## src/rtl/xlat_pkg.sv

```systemverilog
package xlat_pkg;

    localparam int VA_W   = 14;
    localparam int PA_W   = 12;
    localparam int OFF_W  = 6;
    localparam int SETS   = 4;
    localparam int WAYS   = 4;
    localparam int MEM_AW = 12;

    localparam int VPN_W  = VA_W - OFF_W;
    localparam int PPN_W  = PA_W - OFF_W;
    localparam int SET_W  = $clog2(SETS);
    localparam int WAY_W  = $clog2(WAYS);
    localparam int TAG_W  = VPN_W - SET_W;

    // ppn in the low bits, then valid, supervisor-only, read, write
    typedef struct packed {
        logic             wr_ok;
        logic             rd_ok;
        logic             sup_only;
        logic             present;
        logic [PPN_W-1:0] ppn;
    } pte_t;

    localparam int PTE_W = $bits(pte_t);

    typedef enum logic [1:0] {
        XS_OK    = 2'd0,
        XS_PGFLT = 2'd1,
        XS_PROT  = 2'd2
    } xstat_e;

    function automatic logic access_denied(pte_t p, logic is_wr, logic is_user);
        return (is_user & p.sup_only) | (is_wr & ~p.wr_ok) | (~is_wr & ~p.rd_ok);
    endfunction

    function automatic xstat_e judge(pte_t p, logic is_wr, logic is_user);
        if (!p.present)                    return XS_PGFLT;
        if (access_denied(p, is_wr, is_user)) return XS_PROT;
        return XS_OK;
    endfunction

endpackage

```

## src/rtl/xlat_tlb.sv

```systemverilog
module xlat_tlb
    import xlat_pkg::*;
(
    input  logic             clk,
    input  logic             rst,
    input  logic             flush,
    input  logic [VPN_W-1:0] vpn,
    output logic             hit,
    output pte_t             hit_pte,
    input  logic             fill_en,
    input  pte_t             fill_pte
);
    localparam int NENT = SETS * WAYS;

    logic             vld_q [SETS][WAYS];
    logic [TAG_W-1:0] tag_q [SETS][WAYS];
    pte_t             pte_q [SETS][WAYS];
    logic [WAY_W-1:0] rr_q  [SETS];

    logic [SET_W-1:0] set_idx;
    logic [TAG_W-1:0] tag_in;
    logic [WAYS-1:0]  hit_vec;
    logic [NENT-1:0]  vld_flat;
    logic             has_free;
    logic [WAY_W-1:0] victim;

    assign set_idx = vpn[SET_W-1:0];
    assign tag_in  = vpn[VPN_W-1:SET_W];

    for (genvar w = 0; w < WAYS; w++) begin : g_cmp
        assign hit_vec[w] = vld_q[set_idx][w] && (tag_q[set_idx][w] == tag_in);
    end

    for (genvar s = 0; s < SETS; s++) begin : g_fs
        for (genvar w = 0; w < WAYS; w++) begin : g_fw
            assign vld_flat[s*WAYS + w] = vld_q[s][w];
        end
    end

    assign hit = |hit_vec;

    always_comb begin
        hit_pte = '0;
        for (int w = 0; w < WAYS; w++) begin
            if (hit_vec[w]) hit_pte = pte_q[set_idx][w];
        end
    end

    // lowest invalid way wins, else the set's round-robin pointer
    always_comb begin
        has_free = 1'b0;
        victim   = rr_q[set_idx];
        for (int w = WAYS - 1; w >= 0; w--) begin
            if (!vld_q[set_idx][w]) begin
                has_free = 1'b1;
                victim   = WAY_W'(w);
            end
        end
    end

    always_ff @(posedge clk) begin
        if (rst) begin
            for (int s = 0; s < SETS; s++) begin
                rr_q[s] <= '0;
                for (int w = 0; w < WAYS; w++) vld_q[s][w] <= 1'b0;
            end
        end else if (flush) begin
            for (int s = 0; s < SETS; s++)
                for (int w = 0; w < WAYS; w++) vld_q[s][w] <= 1'b0;
        end else if (fill_en) begin
            vld_q[set_idx][victim] <= 1'b1;
            if (!has_free) rr_q[set_idx] <= rr_q[set_idx] + WAY_W'(1);
        end
    end

    always_ff @(posedge clk) begin
        if (fill_en) begin
            tag_q[set_idx][victim] <= tag_in;
            pte_q[set_idx][victim] <= fill_pte;
        end
    end

    assert_flush_clears_R8: assert property (@(posedge clk) disable iff (rst)
        flush |=> ($countones(vld_flat) == 0));

    assert_single_way_hit_R2: assert property (@(posedge clk) disable iff (rst)
        $onehot0(hit_vec));

    assert_fill_only_on_miss_R6: assert property (@(posedge clk) disable iff (rst)
        fill_en |-> !hit);

endmodule

```

## src/rtl/xlat_walk.sv

```systemverilog
module xlat_walk
    import xlat_pkg::*;
(
    input  logic              clk,
    input  logic              rst,
    input  logic              req_valid,
    output logic              req_ready,
    input  logic [VA_W-1:0]   req_vaddr,
    input  logic              req_write,
    input  logic              req_user,
    input  logic [MEM_AW-1:0] ptbr,
    output logic [VPN_W-1:0]  tlb_vpn,
    input  logic              tlb_hit,
    input  pte_t              tlb_pte,
    output logic              fill_en,
    output pte_t              fill_pte,
    output logic              mem_req_valid,
    output logic [MEM_AW-1:0] mem_req_addr,
    input  logic              mem_rsp_valid,
    input  logic [PTE_W-1:0]  mem_rsp_data,
    output logic              rsp_valid,
    output logic [PA_W-1:0]   rsp_paddr,
    output logic [1:0]        rsp_status
);
    typedef enum logic [1:0] { W_IDLE, W_LOOK, W_WAIT } wstate_e;

    wstate_e          state_q;
    logic [VA_W-1:0]  va_q;
    logic             wr_q;
    logic             usr_q;

    pte_t             walk_pte;
    pte_t             use_pte;
    xstat_e           verdict;
    logic [PA_W-1:0]  pa_next;

    assign walk_pte  = pte_t'(mem_rsp_data);
    assign tlb_vpn   = va_q[VA_W-1:OFF_W];
    assign req_ready = (state_q == W_IDLE);
    assign fill_en   = (state_q == W_WAIT) && mem_rsp_valid && walk_pte.present;
    assign fill_pte  = walk_pte;

    always_comb begin
        use_pte = (state_q == W_LOOK) ? tlb_pte : walk_pte;
        verdict = judge(use_pte, wr_q, usr_q);
        pa_next = (verdict == XS_OK) ? {use_pte.ppn, va_q[OFF_W-1:0]} : '0;
    end

    always_ff @(posedge clk) begin
        if (rst) begin
            state_q       <= W_IDLE;
            va_q          <= '0;
            wr_q          <= 1'b0;
            usr_q         <= 1'b0;
            rsp_valid     <= 1'b0;
            rsp_paddr     <= '0;
            rsp_status    <= XS_OK;
            mem_req_valid <= 1'b0;
            mem_req_addr  <= '0;
        end else begin
            rsp_valid     <= 1'b0;
            mem_req_valid <= 1'b0;
            unique case (state_q)
                W_IDLE: if (req_valid) begin
                    va_q    <= req_vaddr;
                    wr_q    <= req_write;
                    usr_q   <= req_user;
                    state_q <= W_LOOK;
                end
                W_LOOK: if (tlb_hit) begin
                    rsp_valid  <= 1'b1;
                    rsp_paddr  <= pa_next;
                    rsp_status <= verdict;
                    state_q    <= W_IDLE;
                end else begin
                    mem_req_valid <= 1'b1;
                    mem_req_addr  <= ptbr + MEM_AW'(tlb_vpn);
                    state_q       <= W_WAIT;
                end
                W_WAIT: if (mem_rsp_valid) begin
                    rsp_valid  <= 1'b1;
                    rsp_paddr  <= pa_next;
                    rsp_status <= verdict;
                    state_q    <= W_IDLE;
                end
                default: state_q <= W_IDLE;
            endcase
        end
    end

    assert_ready_drops_R7: assert property (@(posedge clk) disable iff (rst)
        (req_valid && req_ready) |=> !req_ready);

    assert_hit_no_walk_R2: assert property (@(posedge clk) disable iff (rst)
        (state_q == W_LOOK && tlb_hit) |=> !mem_req_valid);

    assert_walk_pulse_R3: assert property (@(posedge clk) disable iff (rst)
        mem_req_valid |=> !mem_req_valid);

    assert_rsp_pulse_R9: assert property (@(posedge clk) disable iff (rst)
        rsp_valid |=> !rsp_valid);

    assert_status_legal_R9: assert property (@(posedge clk) disable iff (rst)
        rsp_valid |-> (rsp_status != 2'd3));

    assert_fault_zero_pa_R4: assert property (@(posedge clk) disable iff (rst)
        (rsp_valid && rsp_status != 2'd0) |-> (rsp_paddr == '0));

endmodule

```

## src/rtl/xlat_unit.sv

```systemverilog
module xlat_unit
    import xlat_pkg::*;
(
    input  logic              clk,
    input  logic              rst,
    input  logic              flush,
    input  logic [MEM_AW-1:0] ptbr,
    input  logic              req_valid,
    output logic              req_ready,
    input  logic [VA_W-1:0]   req_vaddr,
    input  logic              req_write,
    input  logic              req_user,
    output logic              rsp_valid,
    output logic [PA_W-1:0]   rsp_paddr,
    output logic [1:0]        rsp_status,
    output logic              mem_req_valid,
    output logic [MEM_AW-1:0] mem_req_addr,
    input  logic              mem_rsp_valid,
    input  logic [PTE_W-1:0]  mem_rsp_data
);
    logic [VPN_W-1:0] vpn;
    logic             hit;
    pte_t             hit_pte;
    logic             fill_en;
    pte_t             fill_pte;

    xlat_tlb i_tlb (
        .clk      (clk),
        .rst      (rst),
        .flush    (flush),
        .vpn      (vpn),
        .hit      (hit),
        .hit_pte  (hit_pte),
        .fill_en  (fill_en),
        .fill_pte (fill_pte)
    );

    xlat_walk i_walk (
        .clk           (clk),
        .rst           (rst),
        .req_valid     (req_valid),
        .req_ready     (req_ready),
        .req_vaddr     (req_vaddr),
        .req_write     (req_write),
        .req_user      (req_user),
        .ptbr          (ptbr),
        .tlb_vpn       (vpn),
        .tlb_hit       (hit),
        .tlb_pte       (hit_pte),
        .fill_en       (fill_en),
        .fill_pte      (fill_pte),
        .mem_req_valid (mem_req_valid),
        .mem_req_addr  (mem_req_addr),
        .mem_rsp_valid (mem_rsp_valid),
        .mem_rsp_data  (mem_rsp_data),
        .rsp_valid     (rsp_valid),
        .rsp_paddr     (rsp_paddr),
        .rsp_status    (rsp_status)
    );

endmodule

```

## config.mk

```make
export PLATFORM = sky130hd
export DESIGN_NAME = xlat_unit
export DESIGN_NICKNAME = d
export VERILOG_FILES = /design/src/rtl/xlat_pkg.sv /design/src/rtl/xlat_tlb.sv /design/src/rtl/xlat_walk.sv /design/src/rtl/xlat_unit.sv
export SDC_FILE = /design/constraint.sdc
export NUM_CORES = 1
export LEC_CHECK = 0
export BUFFER_PORTS_ARGS = -buffer_cell sky130_fd_sc_hd__buf_2
export CORE_ASPECT_RATIO = 0.7
export CORE_MARGIN = 1
export CORE_UTILIZATION = 60
export CTS_CLUSTER_SIZE = 30
export DETAILED_ROUTE_END_ITERATION = 10
export PLACE_DENSITY = 0.8
export RECOVER_POWER = 100
export SETUP_SLACK_MARGIN = 0.4
export SYNTH_ARGS = -nofsm -noshare
export SYNTH_HDL_FRONTEND = slang
export SYNTH_HIERARCHICAL = 1
export SYNTH_SLANG_ARGS = --single-unit
```

## constraint.sdc

```tcl
create_clock -name clk -period 7.2 [get_ports clk]
set_input_delay 0.72 -clock clk [delete_from_list [all_inputs] [get_ports clk]]
set_output_delay 0.72 -clock clk [all_outputs]
set_load 0.005 [all_outputs]
```

# After elaboration in Yosys (flattened, before gate mapping)
# Memories as Yosys holds them, arrays and structs flattened. A register that Yosys moved wholly into a read port is not among the register bits.
# Index checks and enable logic that the tools add are counted.
[word_totals]
memories = 4
elab_cells = 157
ramBits = 280
ff_bits = 46
[mem_list]
columns = ["memory", "depth", "width", "read_ports", "rd_ports_with_merged_regs", "write_ports", "line", "text"]
rows = [
  ["i_tlb.pte_q", 4, 40, 1, 1, 1, "xlat_tlb.sv:17", "pte_t pte_q [SETS][WAYS];"],
  ["i_tlb.tag_q", 4, 24, 1, 1, 1, "xlat_tlb.sv:16", "logic [TAG_W-1:0] tag_q [SETS][WAYS];"],
  ["i_tlb.vld_q", 4, 4, 1, 1, 4, "xlat_tlb.sv:15", "logic vld_q [SETS][WAYS];"],
  ["i_tlb.rr_q", 4, 2, 1, 1, 4, "xlat_tlb.sv:18", "logic [WAY_W-1:0] rr_q [SETS];"],
]
[classes]
n_lt_le_gt_ge = 2
eq_ne = 9
add_sub_neg = 2
reduce_logical = 18
muxes = 86
n_bitwise = 27
[ops]
columns = ["operator", "n"]
rows = [
  ["2-to-1 mux 10 bit", 6],
  ["2-to-1 mux 2 bit", 24],
  ["2-to-1 mux 1 bit", 40],
  ["2-to-1 mux 40 bit", 1],
  ["2-to-1 mux 12 bit", 3],
  ["== test 6 bit", 4],
  ["2-to-1 mux 24 bit", 1],
  ["case mux 12 bit (2 select lines)", 1],
  ["demux 10 bit (select 2 bit)", 1],
  ["bitwise OR 1 bit", 18],
  ["adder 12 x 8 -> 12 bit", 1],
  ["demux 6 bit (select 2 bit)", 1],
  ["2-to-1 mux 4 bit", 3],
  ["OR reduction 4 bit", 2],
  ["logical AND 1 bit", 7],
  ["2-to-1 mux 6 bit", 1],
  ["!= test 2 bit, second input constant", 3],
  ["case mux 2 bit (3 select lines)", 1],
  ["AND reduction 2 bit", 3],
  ["NOT 1 bit", 5],
  ["logical NOT 2 bit", 2],
  ["case mux 2 bit (2 select lines)", 1],
  ["OR reduction 2 bit", 2],
  ["bitwise AND 1 bit", 3],
  ["10 further kinds", 10],
]

# Logic depth before layout (Yosys ltp)
# Gate-level depths: netlist (run 1).
[depth]
ltp_word = 19
ltp_mapped = 15
mapped_depth_nobuf = 10

# Cells and area by module
# Netlist (run 1), hierarchy kept.
[by_module_without_submodules]
columns = ["module", "cells_each", "area_each_um2", "n_inst"]
rows = [
  ["xlat_tlb", 517, 11003.1, 1],
  ["xlat_walk", 288, 2451.1, 1],
]

# Worst setup path after synthesis (run 1)
# OpenSTA, ideal clock, no wires.
[synth_timing]
path_kind = "register to register"
startpoint = "register i_walk/va_q[6] (netlist name)"
endpoint = "register i_walk.rsp_paddr[2]"
setup_slack_ns = 3.966
stages_incl_launch_ff = 14
path_buffers = 4
t_required_ns = 7.072
setup_ns = 0.128
period_less_slack_ns = 3.234
t_arrival_ns = 3.106
cell_sequence = "dfxtp_1 -> buf_4 -> buf_6 -> mux4_2 -> xor2_1 -> nor4_4 -> buf_8 -> mux2i_1 -> o211ai_2 -> mux2_1 -> a32o_1 -> buf_6 -> a32oi_1 -> nor2_1"
[synth_rtl]
columns = ["element", "line", "text"]
rows = [
  ["end signal: assignment", "xlat_walk.sv:72", "rsp_paddr <= pa_next;"],
  ["end signal: assignment", "xlat_walk.sv:82", "rsp_paddr <= pa_next;"],
  ["end: declaration", "xlat_walk.sv:22", "output logic [PA_W-1:0] rsp_paddr,"],
]

# Worst setup path in the final report (run 1)
[layout_timing]
startpoint = "register i_walk.va_q[7]"
endpoint = "register i_walk.mem_req_addr[8]"
[layout_via]
elab_chain_cells = 1
[layout_rtl]
columns = ["element", "line", "text"]
rows = [
  ["start: declaration", "xlat_walk.sv:28", "logic [VA_W-1:0] va_q;"],
  ["start signal: assignment", "xlat_walk.sv:65", "va_q <= req_vaddr;"],
  ["adder 12 x 8 -> 12 bit", "xlat_walk.sv:77", "mem_req_addr <= ptbr + MEM_AW'(tlb_vpn);"],
  ["end signal: assignment", "xlat_walk.sv:77", ""],
  ["end: declaration", "xlat_walk.sv:18", "output logic [MEM_AW-1:0] mem_req_addr,"],
]
# No other way between the ends.
# A chain may end at the register's enable or synchronous reset.

==> metrics.yaml, run 1 <==
status: "finished, violations left"
violations: "capacitance limit, slew limit"
period_share_pct: 71.9
final_cell_mix: "264 x edfxtp_1, 68 x mux4_2, 61 x dfxtp_1"
min_path_type: "in2reg"
hold_viol_final: 0
clock_power_share_pct: 38.6
seq_power_share_pct: 54.3
cts_tree: "yes"
p_per_area_mw_per_mm2: 261
clkTransAtPathRegs_ns: 0.07
area_delta_synth_final_pct: 9.42
fin_setup_tns_ns: 0
drtAntennaViolNets: 0
p_int_mw: 2.99
vias: 7463
holdWs_ns: 0.406
first_global_vias: 7505
worst_pin_slew_ns: 2.24
ys_async_sr_fraction_pct: 0
relSlewSlack_pct: -49.6
core_area_mm2: 0.0218
setup_viol: 0
final_cells: 1169
finalCriticalPeriod_ns: 5.17
cp_max_fo: 49
clkSinkCount: 326
die-area_mm2: 0.0230
grtUsageTotal_pct: 24.6
vias_per_cell: 6.38
die_w_um: 181
cp.arrival_ns: 5.61
grt_max_degree: 50
die_height_um: 127
pin_count: 72
clock.fmax_mhz: 193
synth_edf_count: 264
cts_resized: 0
antennaDiodeCount: 0
vdd_drop_max_mv: 0.233
layout.nets: 920
htreeDepth: 1
firstDrtPassIters: 5
port_buffers: 71
antenna_found_initial: 0
critical_path_class: "reg2reg"
drt_iter0_markers: 796
rows: 45
cts_buffer_depth: 3
worstSkewPairLatency_ns: 0.55
syn_inst: 805
seq_area_frac_synth_pct: 68.1
place_inst: 1117
dp_hpwl_um: 17100
grt_pass1_wl_um: 42700
place.gp.congestion: 0.837
syn_nets: 860
cp-start-kind: "register"
cts_buffers: 28
syn_avg_cell_area_um2: 16.7
cts_hold_buf: 0
drv_cap: 9
worstPathRequired_ns: 7.64
routed_wl_um: 27600
power_frac_comb_pct: 7.1
synthFlopType: "edfxtp_1"
wire_per_inst_um: 23.6
fin_skew_ns: 0.0201
pre_cts_ws_ns: 2.87
endpoint_kind: "register"
grt-ovfl-total: 0
start_util_pct: 61.6
slew_viol_final: 193
final_common_cell: "edfxtp_1"
fin_ws_ns: 2.03
drive_gt1_share_pct: 20.6
yosys.cell_types.count: 61
synth_area_mm2: 0.0135
rsz0062_at_grt: "no"
p_leak_nw: 4.74
synth_seq_cells: 326
post_cts_buffers: 0
p_total_mw: 3.84
yosys_warnings: 6
drc: 0
clock-root-buffer: "clkbuf_16"
power.switching_uw: 849
sw_frac_of_total_pct: 22.1
[power by group through the flow]
stage	Clock [mW]	Sequential [mW]	Combinational (mW)
floorplan	0	2.11	0.225
global placement	0	2.13	0.268
detailed placement	0	2.13	0.274
CTS	1.50	2.09	0.277
global route	1.57	2.09	0.296
finish	1.48	2.09	0.273
[cell type report]
cell class / instances / area, um2
Timing Repair Buffer: 87 / 383
Tap cell: 282 / 353
Clock inverter: 15 / 104
Clock buffer: 37 / 806
Inverter: 9 / 33.8
Multi-Input combinational cell: 413 / 3870
Fill cell: 1439 / 7120
Sequential cell: 326 / 9170
[final timing paths]
| kind | startpoint | endpoint | slack [ns] | cells after the start |
|---|---|---|---|---|
| max | i_walk/va_q[7]$_SDFFE_PP0P_ | i_walk/mem_req_addr[8]$_SDFFE_PP0P_ | 2.03 | 10 |
| min | req_vaddr[10] | i_walk/va_q[10]$_SDFFE_PP0P_ | 0.41 | 3 |
| max reg2reg | i_walk/va_q[7]$_SDFFE_PP0P_ | i_walk/mem_req_addr[8]$_SDFFE_PP0P_ | 2.03 | 10 |
| min reg2reg | i_walk/mem_req_addr[0]$_SDFFE_PP0P_ | i_walk/mem_req_addr[0]$_SDFFE_PP0P_ | 0.46 | 2 |
[critical path: stages, from the launching register on]
cell and delay [ns]:
dfxtp_1 1.22, buf_4 0.73, mux4_2 0.42, xnor2_1 0.18
nand4_1 0.15, nor2_1 0.66, or4_1 0.31, nand2b_1 0.65
nor3_1 0.09, and3_1 0.28, a311o_1 0.31
[state kept, by name (all words and copies together) (netlist names)]
| register | cells |
|---|---|
| i_walk/rsp_paddr | 12 |
| i_walk/rsp_status | 2 |
| i_tlb/tag_q | 96 |
| i_walk/mem_req_addr | 12 |
| i_walk/state_q | 2 |
| i_walk/va_q | 14 |
| i_walk/mem_req_valid | 1 |
| i_walk/usr_q | 1 |
| i_tlb/pte_q | 160 |
| i_walk/wr_q | 1 |
| i_walk/rsp_valid | 1 |
| i_tlb/rr_q | 8 |
| i_tlb/vld_q | 16 |
[metrics by stage]
step / area, um2 / utilization [%]
after CTS: 14800 / 67.9
after global routing: 14700 / 67.4
after detailed placement: 13900 / 63.8
after global placement: 13900 / 63.8
after floorplan: 13500 / -
final: 14700 / 67.4
[kinds of logic after synthesis]
logic type / share of synthesized area (%)
flops: 68.1
simple gates: 6.57
compound gates: 5.93
mux: 13.3
buf+inv: 3.09
xor+xnor: 1.76
fa+ha+maj: 1.17
[cells in the mapped netlist, types with 3 or more instances]
master	n	area, um2
or3_1	3	18.8
nor4_4	3	63.8
xor2_1	7	61.3
buf_1	7	26.3
nand4_1	6	37.5
o21ai_0	11	55.1
nand2b_1	8	50.1
o211ai_2	11	138
a211oi_1	3	22.5
buf_6	7	78.8
xnor2_1	20	175
and3_1	7	43.8
buf_4	18	135
nor3_1	4	20.0
mux2_2	7	78.8
nand3_1	24	120
ha_1	11	138
mux2i_1	12	120
a31oi_1	3	18.8
clkbuf_1	14	52.6
and4_1	3	26.3
a21oi_1	30	150
mux4_2	68	1530
edfxtp_1	264	7930
inv_1	8	30.0
nand2_1	59	221
o21a_1	18	135
dfxtp_1	62	1240
buf_2	8	40.0
a32oi_1	13	114
o211ai_1	3	22.5
o21ai_1	3	15.0
nor2_1	45	169
[metal layers]
metal	vias up	share of wire, %	GRT usage (%)
li1	3272	-	-
met1	3832	44	36.4
met2	319	47	38.8
met3	40	6.8	3.76
met4	0	1.9	6.53
met5	-	0	0
No activity file was read; power rests on OpenSTA's default activity.
==> inputs of run 2 (changes only) <==
- CORE_UTILIZATION: 60 -> 55
- PLACE_DENSITY: 0.8 -> 0.78
- clock period: 7.2 -> 4.6 ns (I/O delays scaled with it)
==> run 2 against run 1 <==
Compared with the run above: the flow now finishes without violations; utilization down 4.6 points; register-to-register slack got worse by 1.5 ns; global-route usage is 2.0 points lower; worst hold slack got worse by 0.25 ns; clock power up 73%; via count is 0.11% lower; worst setup slack worse by 1.5 ns; critical path type unchanged.
==> metrics.yaml, run 2 (synthesized netlist as in run 1, its figures left out) <==
critical_path_class: "reg2reg"
core_area_mm2: 0.0238
die-area_mm2: 0.0251
num-fill-cells: 1670
drc: 0
path_delay_family: "simple AND/OR/NAND/NOR gates"
worstSkewPairLatency_ns: 0.54
final_cell_mix: "264 x edfxtp_1, 68 x mux4_2, 60 x dfxtp_1"
drtAntennaViolNets: 0
final_cells: 1219
fin_ws_ns: 0.546
cts_resized: 0
cts_tree: "yes"
cp-start-kind: "register"
hold_viol_final: 0
cts_hold_buf: 0
min_path_type: "in2reg"
die_w_um: 189
firstDrtPassIters: 5
wire_per_inst_um: 22.7
worstPathRequired_ns: 5.08
route.met2.wl_um: 12800
r2r_slack_ns: 0.55
reg_top3: "i_tlb/pte_q: 160 flops, i_tlb/tag_q: 96 flops, i_tlb/vld_q: 16 flops"
met1_length_um: 12500
routed_wl_um: 27700
grtUsageTotal_pct: 22.6
vias_per_cell: 6.12
cp_cell_sequence: "mux4_2 -> xor2_1 -> nor4_4 -> buf_4 -> or4_1 -> nand2b_1 -> clkbuf_1 -> or4_1 -> nand3_1"
post_cts_buffers: 0
drive_gt1_share_pct: 22.6
crit_slowest_cell: "dfxtp_4"
pre_cts_ws_ns: 0.701
largest_register_ffs: 160
cp.arrival_ns: 4.54
place_inst: 1167
grt_pass1_wl_um: 43300
dp_hpwl_um: 17200
endpoint_kind: "register"
first_global_vias: 7496
fin_skew_ns: 0.00997
multiInputGateArea_mm2: 0.00388
rows: 47
period_share_pct: 88.1
start_util_pct: 56.5
slowest_delay_ns: 0.76
grt-ovfl-total: 0
grt_max_degree: 49
highest_layer: "met4"
drt_iter0_markers: 761
setup_viol: 0
p_total_mw: 6.26
cts_buffers: 28
vias: 7455
p_per_area_mw_per_mm2: 419
relSlewSlack_pct: 15.1
clkSinkCount: 326
finalCriticalPeriod_ns: 4.05
htreeDepth: 1
route.met3.wl_um: 1950
die_height_um: 133
area_delta_synth_final_pct: 11.2
vdd_drop_max_mv: 0.344
antenna_found_initial: 0
clock-root-buffer: "clkbuf_16"
cp_max_fo: 35
worst_pin_slew_ns: 1.27
holdWs_ns: 0.154
slew_viol_final: 0
antennaDiodeCount: 0
fin_setup_tns_ns: 0
timing.critical_path.mode_cell: "or4_1"
final_common_cell: "edfxtp_1"
seqCellArea_mm2: 0.00918
pin_count: 72
cts_buffer_depth: 3
layout.nets: 934
port_buffers: 71
clkTransAtPathRegs_ns: 0.07
crit_buf_inv: 2
drv_cap: 0
place.gp.congestion: 0.847
rsz0062_at_grt: "no"
clock.fmax_mhz: 247
p_leak_nw: 4.87
status: "finished, final reports clean"
regMostFlops: "i_tlb/pte_q"
## run 2: cell count changes in the layout (fill, tap and decap cells not counted), sizes merged
cell	change
bufinv	+5
buf	+19
inv	+1
clkbuf	-8
clkinv	-3
## run 2: final cells by class
cell class,count,share of cell area [%]
clock buffer,34,5.04
clock inverter,18,1.69
inverter,9,0.226
multi-input combinational,413,25.9
sequential,326,61.3
tap,318,2.66
timing repair buffer,101,3.13
## run 2: worst paths after layout
| path | startpoint | depth (start not counted) | end |
|---|---|---|---|
| min reg2reg | i_walk/rsp_status[1]$_SDFFE_PP0P_ | 2 | i_walk/rsp_status[1]$_SDFFE_PP0P_ |
| min | req_vaddr[13] | 3 | i_walk/va_q[13]$_SDFFE_PP0P_ |
| max reg2reg | i_walk/va_q[6]$_SDFFE_PP0P_ | 9 | i_walk/mem_req_addr[5]$_SDFFE_PP0P_ |
| max | i_walk/va_q[6]$_SDFFE_PP0P_ | 9 | i_walk/mem_req_addr[5]$_SDFFE_PP0P_ |
## run 2: worst min-delay path: stages
cell	delay [ns]
buf_2	0.09
nand2_1	0.05
a21oi_1	0.05
## run 2: metrics by stage
stage	area, um2	util [%]
floorplan	13500	-
global placement	14100	59.1
detailed placement	14100	59.1
CTS	15100	63.3
global route	15000	62.8
finish	15000	62.8
## run 2: routing by layer
metal  vias up  track usage, %
met3        35            3.74
met2       319            35.0
met1      3803            34.0
met5         -               0
li1       3298               -
met4         0            5.02
## run 2: report_power, final
group          internal [mW]  switching [mW]
combinational          0.179           0.248
sequential              3.22          0.0522
clock                   1.51            1.05
total                   4.91            1.35
==> inputs of run 3 (changes only) <==
- RECOVER_POWER: 100 -> unset
==> run 3 against run 2 <==
Compared with the run above: clock-buffer cell count is the same; sequential cell count is the same; critical path type unchanged; largest cell class unchanged; sequential power is essentially flat; final area grew 0.79%; worst setup slack gained 0.13 ns; non-clock buffer count is the same; wire length grew 0.14%; combinational power grew 2%; worst hold slack gained 0.0024 ns; maximum frequency grew 3.4%; power is essentially flat.
==> metrics.yaml, run 3 (synthesized netlist as in run 1, its figures left out) <==
regMostFlops: "i_tlb/pte_q"
fin_util_pct: 63.3
post_cts_buffers: 0
vias: 7422
final_cell_mix: "264 x edfxtp_1, 71 x buf_2, 68 x mux4_2"
drive_gt1_share_pct: 27.5
dp_hpwl_um: 17200
crit_slowest_cell: "dfxtp_4"
holdWs_ns: 0.156
hold_depth: 3
fin_skew_ns: 0.00758
die_w_um: 189
status: "finished, final reports clean"
grtUsageTotal_pct: 22.6
placed_cell_area_mm2: 0.0141
grt-ovfl-total: 0
cts_buffers: 28
drc: 0
rsz0062_at_grt: "no"
routed_wl_um: 27800
layout.nets: 934
cp_cell_sequence: "mux4_2 -> xor2_1 -> nor4_4 -> buf_4 -> mux2i_1 -> o211ai_2 -> mux2_1 -> a32o_1 -> a32oi_1 -> nor2_1"
pin_count: 72
clkSinkCount: 326
place.gp.congestion: 0.847
cts_hold_buf: 0
clkTransAtPathRegs_ns: 0.07
cts_resized: 0
core_area_mm2: 0.0238
cp-start-kind: "register"
reg2regPathDepth: 10
drtAntennaViolNets: 0
worstSetupPathDepth: 10
vdd_drop_max_mv: 0.343
endpoint_kind: "register"
period_share_pct: 85.2
worstPathRequired_ns: 4.98
wire_per_inst_um: 22.8
worstSkewPairLatency_ns: 0.54
first_global_vias: 7496
reg_top3: "i_tlb/pte_q: 160 flops, i_tlb/tag_q: 96 flops, i_tlb/vld_q: 16 flops"
drt_iter0_markers: 810
hold_viol_final: 0
cp_max_fo: 35
fin_area_mm2: 0.0151
port_buffers: 71
vias_per_cell: 6.09
grt_pass1_wl_um: 43300
min_path_type: "in2reg"
cts_tree: "yes"
critical_path_class: "reg2reg"
rows: 47
largest_register_ffs: 160
final_common_cell: "edfxtp_1"
clock-root-buffer: "clkbuf_16"
path_delay_family: "multiplexers"
cp.arrival_ns: 4.30
drv_cap: 0
htreeDepth: 1
antenna_found_initial: 0
finalCriticalPeriod_ns: 3.92
slowest_delay_ns: 0.76
relSlewSlack_pct: 17.2
p_leak_nw: 5.04
fin_setup_tns_ns: 0
start_util_pct: 56.5
cts_buffer_depth: 3
firstDrtPassIters: 5
antennaDiodeCount: 0
slew_viol_final: 0
area_delta_synth_final_pct: 12.1
grt_max_degree: 49
worst_pin_slew_ns: 1.24
die-area_mm2: 0.0251
die_height_um: 133
clock.fmax_mhz: 255
setup_viol: 0
crit_buf_inv: 1
p_per_area_mw_per_mm2: 416
run 3: where the power goes:
part           internal [mW]  total (mW)  switching (mW)
Sequential              3.22        3.27          0.0519
Clock                   1.51        2.56            1.05
Combinational          0.186       0.435           0.249
Total                   4.92        6.27            1.35
run 3: final timing paths:
| path | startpoint | to | slack [ns] |
|---|---|---|---|
| min | req_vaddr[13] | i_walk/va_q[13]$_SDFFE_PP0P_ | 0.16 |
| max reg2reg | i_walk/va_q[6]$_SDFFE_PP0P_ | i_walk/rsp_paddr[3]$_SDFFE_PP0P_ | 0.68 |
| max | i_walk/va_q[6]$_SDFFE_PP0P_ | i_walk/rsp_paddr[3]$_SDFFE_PP0P_ | 0.68 |
| min reg2reg | i_walk/rsp_status[1]$_SDFFE_PP0P_ | i_walk/rsp_status[1]$_SDFFE_PP0P_ | 0.46 |
run 3: cell type report:
type / instances / area [um2]
inverters: 9 / 33.8
well taps: 318 / 398
repair buffers: 101 / 581
flip-flops and latches: 326 / 9180
clock buffers: 34 / 754
fillers: 1626 / 8740
multi-input cells: 413 / 3880
clock inverters: 18 / 253
run 3: layer usage:
metal  GRT usage (%)  share of wire [%]  vias up  routed length, um
met5               0                  0        -                  0
met4            5.02                1.8        0                513
met3            3.74                7.1       41               1970
met2            35.0                 46      306              12800
met1            34.0                 45     3777              12500
li1                -                  -     3298                  -
run 3: worst register-to-register path, stage by stage, from the launching register on:
cell and delay [ns]:
dfxtp_4 0.76, mux4_2 0.64, xor2_1 0.19, nor4_4 0.29
buf_4 0.31, mux2i_1 0.36, o211ai_2 0.11, mux2_1 0.30
a32o_1 0.42, a32oi_1 0.30, nor2_1 0.07
run 3: stage by stage:
stage	setup WS [ns]	instances	power [mW]
floorplan	1.37	805	3.65
global placement	0.769	1167	3.75
detailed placement	0.701	1167	3.76
CTS	0.637	1219	6.30
global route	0.455	1219	6.45
finish	0.679	1219	6.27
